===== config.mk =====
export PLATFORM = sky130hd
export DESIGN_NAME = adc_seq_ctrl
export DESIGN_NICKNAME = d
export VERILOG_FILES = /design/src/rtl/adc_seq_pkg.sv /design/src/rtl/adc_seq_sync.sv /design/src/rtl/adc_seq_cnt.sv /design/src/rtl/adc_seq_ctrl.sv
export SDC_FILE = /design/constraint.sdc
export NUM_CORES = 1
export LEC_CHECK = 0
export BUFFER_PORTS_ARGS = -buffer_cell sky130_fd_sc_hd__buf_2
export CORE_ASPECT_RATIO = 0.75
export CORE_MARGIN = 2
export CORE_UTILIZATION = 47
export CTS_BUF_LIST = sky130_fd_sc_hd__clkbuf_16
export CTS_CLUSTER_DIAMETER = 100
export DETAILED_ROUTE_END_ITERATION = 10
export GPL_ROUTABILITY_DRIVEN = 0
export PLACE_DENSITY_LB_ADDON = 0.08
export SYNTH_ARGS = -nofsm -noshare
export SYNTH_HDL_FRONTEND = slang
export SYNTH_SLANG_ARGS = --single-unit

===== constraint.sdc =====
create_clock -name clk -period 2.3 [get_ports clk]
set_clock_uncertainty 0.15 [all_clocks]
set_input_delay 0.115 -clock clk [delete_from_list [all_inputs] [get_ports clk]]
set_output_delay 0.115 -clock clk [all_outputs]
set_load 0.01 [all_outputs]

===== src/rtl/adc_seq_pkg.sv =====
package adc_seq_pkg;

    typedef enum logic [1:0] {
        CM_PIN_SCAN   = 2'b00,
        CM_PIN_SINGLE = 2'b01,
        CM_SERIAL     = 2'b10,
        CM_EXT_CLK    = 2'b11
    } clk_mode_e;

    typedef enum logic [1:0] {
        ST_IDLE  = 2'b00,
        ST_ISSUE = 2'b01,
        ST_WAIT  = 2'b10
    } seq_state_e;

    localparam int MODE_LSB = 4;
    localparam int SCAN_BIT = 3;
    localparam int AVG_BIT  = 2;

endpackage


===== src/rtl/adc_seq_sync.sv =====
module adc_seq_sync #(
    parameter int STAGES = 2
) (
    input  logic clk,
    input  logic rst_n,
    input  logic pin_n,
    output logic fall
);
    logic [STAGES:0] sh;

    always_ff @(posedge clk) begin
        if (!rst_n) sh <= '1;
        else        sh <= {sh[STAGES-1:0], pin_n};
    end

    assign fall = sh[STAGES] & ~sh[STAGES-1];

    // a detected edge is a single-cycle event
    assert_fall_single_R8: assert property (@(posedge clk) disable iff (!rst_n)
        fall |=> !fall);

endmodule


===== src/rtl/adc_seq_cnt.sv =====
module adc_seq_cnt #(
    parameter int W = 4
) (
    input  logic         clk,
    input  logic         rst_n,
    input  logic         load,
    input  logic [W-1:0] load_val,
    input  logic         dec,
    output logic [W-1:0] cnt
);
    always_ff @(posedge clk) begin
        if (!rst_n)    cnt <= '0;
        else if (load) cnt <= load_val;
        else if (dec)  cnt <= cnt - W'(1);
    end

    assert_no_underflow_R9: assert property (@(posedge clk) disable iff (!rst_n)
        dec |-> (cnt != '0));

    assert_load_nonzero_R11: assert property (@(posedge clk) disable iff (!rst_n)
        load |-> (load_val != '0));

endmodule


===== src/rtl/adc_seq_ctrl.sv =====
module adc_seq_ctrl
    import adc_seq_pkg::*;
#(
    parameter int LEN_W       = 4,
    parameter int SYNC_STAGES = 2
) (
    input  logic             clk,
    input  logic             rst_n,
    input  logic             setup_wr,
    input  logic [7:0]       setup_byte,
    input  logic [LEN_W-1:0] setup_len,
    input  logic             conv_wr,
    input  logic             cs_n,
    input  logic             cnvst_n,
    input  logic             chan_temp,
    input  logic             chan_bip_diff,
    input  logic             core_done,
    output logic             core_start,
    output logic             eoc_n,
    output logic [LEN_W-1:0] remaining,
    output logic             scan_active,
    output logic             avg_active,
    output logic             result_twos
);
    localparam logic [LEN_W-1:0] ONE = LEN_W'(1);

    clk_mode_e        mode_q;
    logic             scan_q, avg_q;
    logic [LEN_W-1:0] len_q;
    logic [LEN_W-1:0] len_eff;
    seq_state_e       state_q, state_d;
    logic             cnv_fall;
    logic             trig;
    logic [LEN_W-1:0] run_len;
    logic             go;
    logic             last_done;

    // setup register
    always_ff @(posedge clk) begin
        if (!rst_n) begin
            mode_q <= CM_SERIAL;
            scan_q <= 1'b0;
            avg_q  <= 1'b0;
            len_q  <= ONE;
        end else if (setup_wr) begin
            mode_q <= clk_mode_e'(setup_byte[MODE_LSB +: 2]);
            scan_q <= setup_byte[SCAN_BIT];
            avg_q  <= setup_byte[AVG_BIT];
            len_q  <= setup_len;
        end
    end

    assign scan_active = scan_q && (mode_q != CM_EXT_CLK);
    assign avg_active  = avg_q  && (mode_q != CM_EXT_CLK);
    assign len_eff     = (len_q == '0) ? ONE : len_q;

    adc_seq_sync #(.STAGES(SYNC_STAGES)) u_sync (
        .clk   (clk),
        .rst_n (rst_n),
        .pin_n (cnvst_n),
        .fall  (cnv_fall)
    );

    // request source and run length by mode
    always_comb begin
        unique case (mode_q)
            CM_PIN_SCAN: begin
                trig    = cnv_fall;
                run_len = scan_active ? len_eff : ONE;
            end
            CM_PIN_SINGLE: begin
                trig    = cnv_fall;
                run_len = ONE;
            end
            CM_SERIAL: begin
                trig    = conv_wr;
                run_len = scan_active ? len_eff : ONE;
            end
            CM_EXT_CLK: begin
                trig    = conv_wr;
                run_len = ONE;
            end
            default: begin
                trig    = 1'b0;
                run_len = ONE;
            end
        endcase
    end

    assign go        = (state_q == ST_IDLE) && trig;
    assign last_done = (state_q == ST_WAIT) && core_done && (remaining == ONE);

    adc_seq_cnt #(.W(LEN_W)) u_cnt (
        .clk      (clk),
        .rst_n    (rst_n),
        .load     (go),
        .load_val (run_len),
        .dec      ((state_q == ST_WAIT) && core_done),
        .cnt      (remaining)
    );

    // state register
    always_ff @(posedge clk) begin
        if (!rst_n) state_q <= ST_IDLE;
        else        state_q <= state_d;
    end

    // next state
    always_comb begin
        state_d = state_q;
        unique case (state_q)
            ST_IDLE:  if (go) state_d = ST_ISSUE;
            ST_ISSUE: state_d = ST_WAIT;
            ST_WAIT:  if (core_done) state_d = (remaining == ONE) ? ST_IDLE : ST_ISSUE;
            default:  state_d = ST_IDLE;
        endcase
    end

    // outputs
    always_comb begin
        core_start = (state_q == ST_ISSUE);
    end

    always_ff @(posedge clk) begin
        if (!rst_n) begin
            eoc_n       <= 1'b1;
            result_twos <= 1'b0;
        end else begin
            if (mode_q == CM_EXT_CLK || !cs_n || cnv_fall || go)
                eoc_n <= 1'b1;
            else if (last_done)
                eoc_n <= 1'b0;
            if (state_q == ST_ISSUE)
                result_twos <= chan_temp | chan_bip_diff;
        end
    end

    assert_eoc_only_when_empty_R3: assert property (@(posedge clk) disable iff (!rst_n)
        !eoc_n |-> (remaining == '0));

    assert_eoc_high_ext_R6: assert property (@(posedge clk) disable iff (!rst_n)
        (mode_q == CM_EXT_CLK) |=> eoc_n);

    assert_cs_release_R8: assert property (@(posedge clk) disable iff (!rst_n)
        !cs_n |=> eoc_n);

    assert_start_pulse_R7: assert property (@(posedge clk) disable iff (!rst_n)
        core_start |=> !core_start);

    assert_start_has_work_R9: assert property (@(posedge clk) disable iff (!rst_n)
        core_start |-> (remaining != '0));

endmodule


-- Word level (Yosys, flattened, before mapping)
Index checks and enable logic that the tools add are counted.
- bitwise gates (word level): 4
- reductions and logical operators: 19
- mux-type cells: 10
- eq/ne operators: 9
- add/subtract/negate cells: 1
- operators with widths (cell ; number):
    $mux W4 ; 4
    $reduce_or A2 Y1 ; 5
    $pmux W4 S2 ; 1
    $eq A2 B2 Y1 const B ; 3
    $ne A2 B2 Y1 const B ; 3
    $pmux W2 S3 ; 1
    $logic_and A1 B1 Y1 ; 5
    $eq A2 B1 Y1 const B ; 2
    $eq A4 B1 Y1 const B ; 1
    $logic_not A2 Y1 ; 2
    $logic_not A4 Y1 ; 1
    $mux W2 ; 2
    $sub A4 B1 Y4 const B ; 1
    $logic_or A1 B1 Y1 ; 3
    $not A1 Y1 ; 2
    $pmux W1 S2 ; 1
    $reduce_and A2 Y1 ; 1
    $reduce_bool A2 Y1 ; 1
    $and A1 B1 Y1 ; 1
    $logic_not A1 Y1 ; 1
    $mux W1 ; 1
    $or A1 B1 Y1 ; 1
- input port bits: 21
- logic and storage cells: 52
- flip-flop bits (word level): 19

-- Depth between registers and ports, before layout
- word-level depth: 6
- mapped depth: 6
- gate-level depth less buffers: 6

-- Cells and area by module
Synthesis repeated with hierarchy kept, for this count alone.
- cells, all modules: 86
- area total of the unflattened synthesis: 853.3 µm²
- by module, submodules not included (module ; cells each ; area each (µm²) ; seq. area each (µm²) ; instances):
    adc_seq_ctrl ; 55 ; 550.5 ; 240.2 ; 1
    adc_seq_cnt ; 24 ; 217.7 ; 80.1 ; 1
    adc_seq_sync ; 7 ; 85.1 ; 60.1 ; 1

-- Worst setup path before layout
Ideal clock, no wire load.
- path kind: reg2reg
- start: reg mode_q[1]
- end: reg u_cnt.cnt[0]
- buffers on the path: 1
- stages on the path, launching flop included: 6
- setup time: 0.116 ns
- setup slack: 0.289 ns
- data arrival time: 1.745 ns
- required time: 2.034 ns
- cell sequence: dfxtp_1 -> or3b_1 -> a211o_1 -> buf_6 -> or4_1 -> and3_1
- cells in the longest elaborated chain, start to end: 5
- elaborated cells on any way between the ends: 16
- those cells by class: 4 x eq/ne; 4 x mux; 8 x reduce/logical
- ends and longest elaborated chain (item ; RTL line ; source):
    start, declared ; adc_seq_ctrl.sv:27 ; clk_mode_e mode_q;
    start signal, assigned ; adc_seq_ctrl.sv:46 ; mode_q <= clk_mode_e'(setup_byte[MODE_LSB +: 2]);
    $ne A2 B2 Y1, or another cell as far along ; adc_seq_ctrl.sv:53 ; assign scan_active = scan_q && (mode_q != CM_EXT_CLK);
    $logic_and A1 B1 Y1 or $reduce_or A2 Y1 (tied branches) ; - ;
    $mux W4 or $pmux W1 S2 (tied branches) ; adc_seq_ctrl.sv:69, adc_seq_ctrl.sv:77, adc_seq_ctrl.sv:66 ;
    $pmux W4 S2 or $logic_and A1 B1 Y1 (tied branches) ; adc_seq_ctrl.sv:66, adc_seq_ctrl.sv:90 ;
    $mux W4 or $reduce_bool A2 Y1 (tied branches) ; - ;
    end signal, assigned ; adc_seq_cnt.sv:13 ; else if (load) cnt <= load_val;
    end signal, assigned ; adc_seq_cnt.sv:14 ; else if (dec) cnt <= cnt - W'(1);
    end, declared ; adc_seq_cnt.sv:9 ; output logic [W-1:0] cnt
Parallel ways exist; a longest one is shown, timed or not.
A chain may end at the register's enable or synchronous reset.

-- Worst setup path in the final report
Ends and elaborated chain as after synthesis.

==> results.sh <==
export IMPL_clk_latency_ns=0.25
export IMPL_multiInputGateArea_um2=422
export IMPL_cp_max_fo=6
export IMPL_antenna_found_initial=0
export IMPL_critPathCaptureType="flip-flop"
export IMPL_vias=749
export IMPL_final_util_pct=66.0
export IMPL_setup_worst_path_class="reg -> reg"
export IMPL_area_delta_synth_final_pct=33.7
export IMPL_leakage_nw=0.539
export IMPL_placedInstanceArea_um2=988
export IMPL_cp_arrival_ns=1.94
export IMPL_synth_top_area_share_pct=44.7
export IMPL_synth_mux_area_share_pct=9.41
export IMPL_wl_per_cell_um=11.9
export IMPL_grt_util_all_layers_pct=20.1
export IMPL_maxCapViolations=0
export IMPL_synth_xor_xnor_area_share_pct=2.06
export IMPL_status="finished clean"
export IMPL_hold_viol=0
export IMPL_syn_area_um2=851
export IMPL_yosys_area_top_type="dfxtp_1"
export IMPL_min_period_ns=1.94
export IMPL_setup_viol=0
export IMPL_synthTopCellsByArea="dfxtp_1 45%, mux2i_1 9.4%, nor2b_1 5.1%"
export IMPL_final_layout_size_suffix_gt1_share_pct=23.8
export IMPL_vdd_ir_drop_max_v=0.000506
export IMPL_start_util_pct=49.3
export IMPL_synth_edf_count=0
export IMPL_hold_path_class="in -> reg"
export IMPL_setup_tns_ns=0
export IMPL_async_flop_share_pct=0
export IMPL_synth_fp_nets=116
export IMPL_synth_top_family_by_area="simple AND/OR/NAND/NOR gates"
export IMPL_critPathRequiredTime_ns=2.30
export IMPL_power_density_mw_per_mm2=735
export IMPL_tritoncts="built"
export IMPL_cts_buffers=3
export IMPL_grt_pass1_wl_mm=2.88
export IMPL_drt_initial_drc_count=13
export IMPL_worst_pin_slew_ns=0.339
export IMPL_fin_nets=150
export IMPL_rsz0062_at_grt="no"
export IMPL_power_mw=0.836
export IMPL_core_area_mm2=0.00172
export IMPL_fillers=148
export IMPL_max_freq_ghz=0.515
export IMPL_cts_root_buffer="clkbuf_16"
export IMPL_ys_flop_type="dfxtp_1"
export IMPL_cts_max_level=1
export IMPL_synth_compound_area_share_pct=12.8
export IMPL_relSlewSlack_pct=77.4
export IMPL_numClockSinks=19
export IMPL_firstDrtPassIters=4
export IMPL_avgSynthCellArea_um2=9.15
export IMPL_drcViolationCount=0
export IMPL_die_area_mm2=0.00217
export IMPL_cp_start_kind="flip-flop"
export IMPL_synthAdderAreaFrac_pct=2.94
export IMPL_seq_area_frac_synth_pct=44.7
export IMPL_grt_max_degree=21
export IMPL_viasPerCell=5.06
export IMPL_insertedDiodeCount=0
export IMPL_slew_viol_final=0
export IMPL_ys_warn_count=0
export IMPL_fin_area_mm2=0.00114
export IMPL_wirelength_mm=1.76
export IMPL_port_buffers=25
export IMPL_placementRows=13
export IMPL_die_h_um=40.8
export IMPL_ios=30
export IMPL_ant_nets=0
export IMPL_grt_pass1_vias=684
export IMPL_yosys_area_share_simple_pct=22.4
export IMPL_dieWidth_um=53.1
export IMPL_finalCritPeriodShare_pct=84.4
export IMPL_yosysUniqueCellTypes=28
export IMPL_ff_latch_area_um2=380
export IMPL_synth_seq_cells=19
export IMPL_grt_ovfl_total=0
export IMPL_clk_pin_slew_ns=0.05
export IMPL_hpwl_mm=1.23
export IMPL_clockBufferDepth=2
export IMPL_synthCells=93
path summary, 6_finish.rpt:
check,from,to,slack (ns),depth (start not counted)
max,mode_q[1],u_cnt.cnt[0],0.36,4
min,setup_byte[4],mode_q[0],0.005,3
max reg2reg,mode_q[1],u_cnt.cnt[0],0.36,4
min reg2reg,u_sync.sh[0],u_sync.sh[1],0.27,1
where the power goes:
part / internal [mW] / total, mW / switching (mW)
clock network: 0.231 / 0.351 / 0.120
registers: 0.350 / 0.367 / 0.0168
logic: 0.0621 / 0.118 / 0.0559
cells by family after synthesis:
kind of cell | Yosys count
AOI/OAI and AO/OA | 15
adders and majority gates | 2
xor gates and xnor gates | 2
buffers and inverters | 11
DFF | 19
and+or+nand+nor | 36
muxes | 8
area by class of cell:
| cell class | count | area share (%) |
|---|---|---|
| clock buffer | 3 | 6.60 |
| timing repair buffer | 33 | 17.8 |
| tap | 22 | 2.42 |
| inverter | 7 | 2.31 |
| sequential | 19 | 33.4 |
| multi-input combinational | 63 | 37.1 |
| clock inverter | 1 | 0.330 |
metrics by stage:
step                      cells  hold slack, ns  setup WS, ns
final                       148         0.00460         0.360
after global routing        148          0.0228         0.291
after CTS                   148         0.00772         0.350
after detailed placement    137           0.151         0.358
after global placement      137           0.154         0.377
after floorplan              93          0.0665         0.289
sequential cells by signal, summed over array words and instances, names as in the netlist:
name / flops
mode_q: 2
result_twos: 1
u_sync.sh: 3
avg_q: 1
eoc_n: 1
len_q: 4
state_q: 2
scan_q: 1
u_cnt.cnt: 4
worst max-delay path, stage by stage (launching register included):
cell and delay (ns):
dfxtp_1 0.34, or3b_1 0.39, a211o_1 0.31, or4_1 0.48, and3_1 0.17
timing repair:
item	4_1_cts	5_1_grt
setup buffers	0	0
hold buffers	7	0
gates resized for setup	0	0
endpoints found under the hold margin	7	0
routing by layer:
layer / part of all wire (%) / track usage [%] / vias up / wire, µm
met5: 0 / 0 / - / 0
met4: 1.2 / 9.62 / 0 / 22
met3: 4.7 / 6.57 / 2 / 83
met2: 50 / 36.9 / 16 / 884
met1: 44 / 21.6 / 348 / 771
li1: - / - / 383 / -
cell usage after synthesis (2+ instances only):
| cell type | n |
|---|---|
| o32ai_1 | 2 |
| inv_1 | 7 |
| clkbuf_1 | 3 |
| nor2b_1 | 7 |
| mux2i_1 | 8 |
| dfxtp_1 | 19 |
| nand3_1 | 2 |
| nand2b_1 | 4 |
| a21boi_0 | 2 |
| nand2_1 | 10 |
| nor3_1 | 2 |
| xnor2_1 | 2 |
| o21a_1 | 2 |
| o21ai_0 | 2 |
| ha_1 | 2 |
| a21oi_1 | 3 |
| nor2_1 | 5 |
layout by cell type (no fill, tap or decap), types with 2 or more instances in the layout:
| cell | instances |
|---|---|
| a21boi_0 | 2 |
| a21oi_1 | 3 |
| buf_2 | 25 |
| clkbuf_16 | 3 |
| dfxtp_1 | 19 |
| dlygate4sd3_1 | 7 |
| ha_1 | 2 |
| inv_1 | 8 |
| mux2i_1 | 8 |
| nand2_1 | 10 |
| nand2b_1 | 4 |
| nand3_1 | 2 |
| nor2_1 | 5 |
| nor2b_1 | 7 |
| nor3_1 | 2 |
| o21a_1 | 2 |
| o21ai_0 | 2 |
| o32ai_1 | 2 |
| xnor2_1 | 2 |
(Power assumes the default switching activity.)
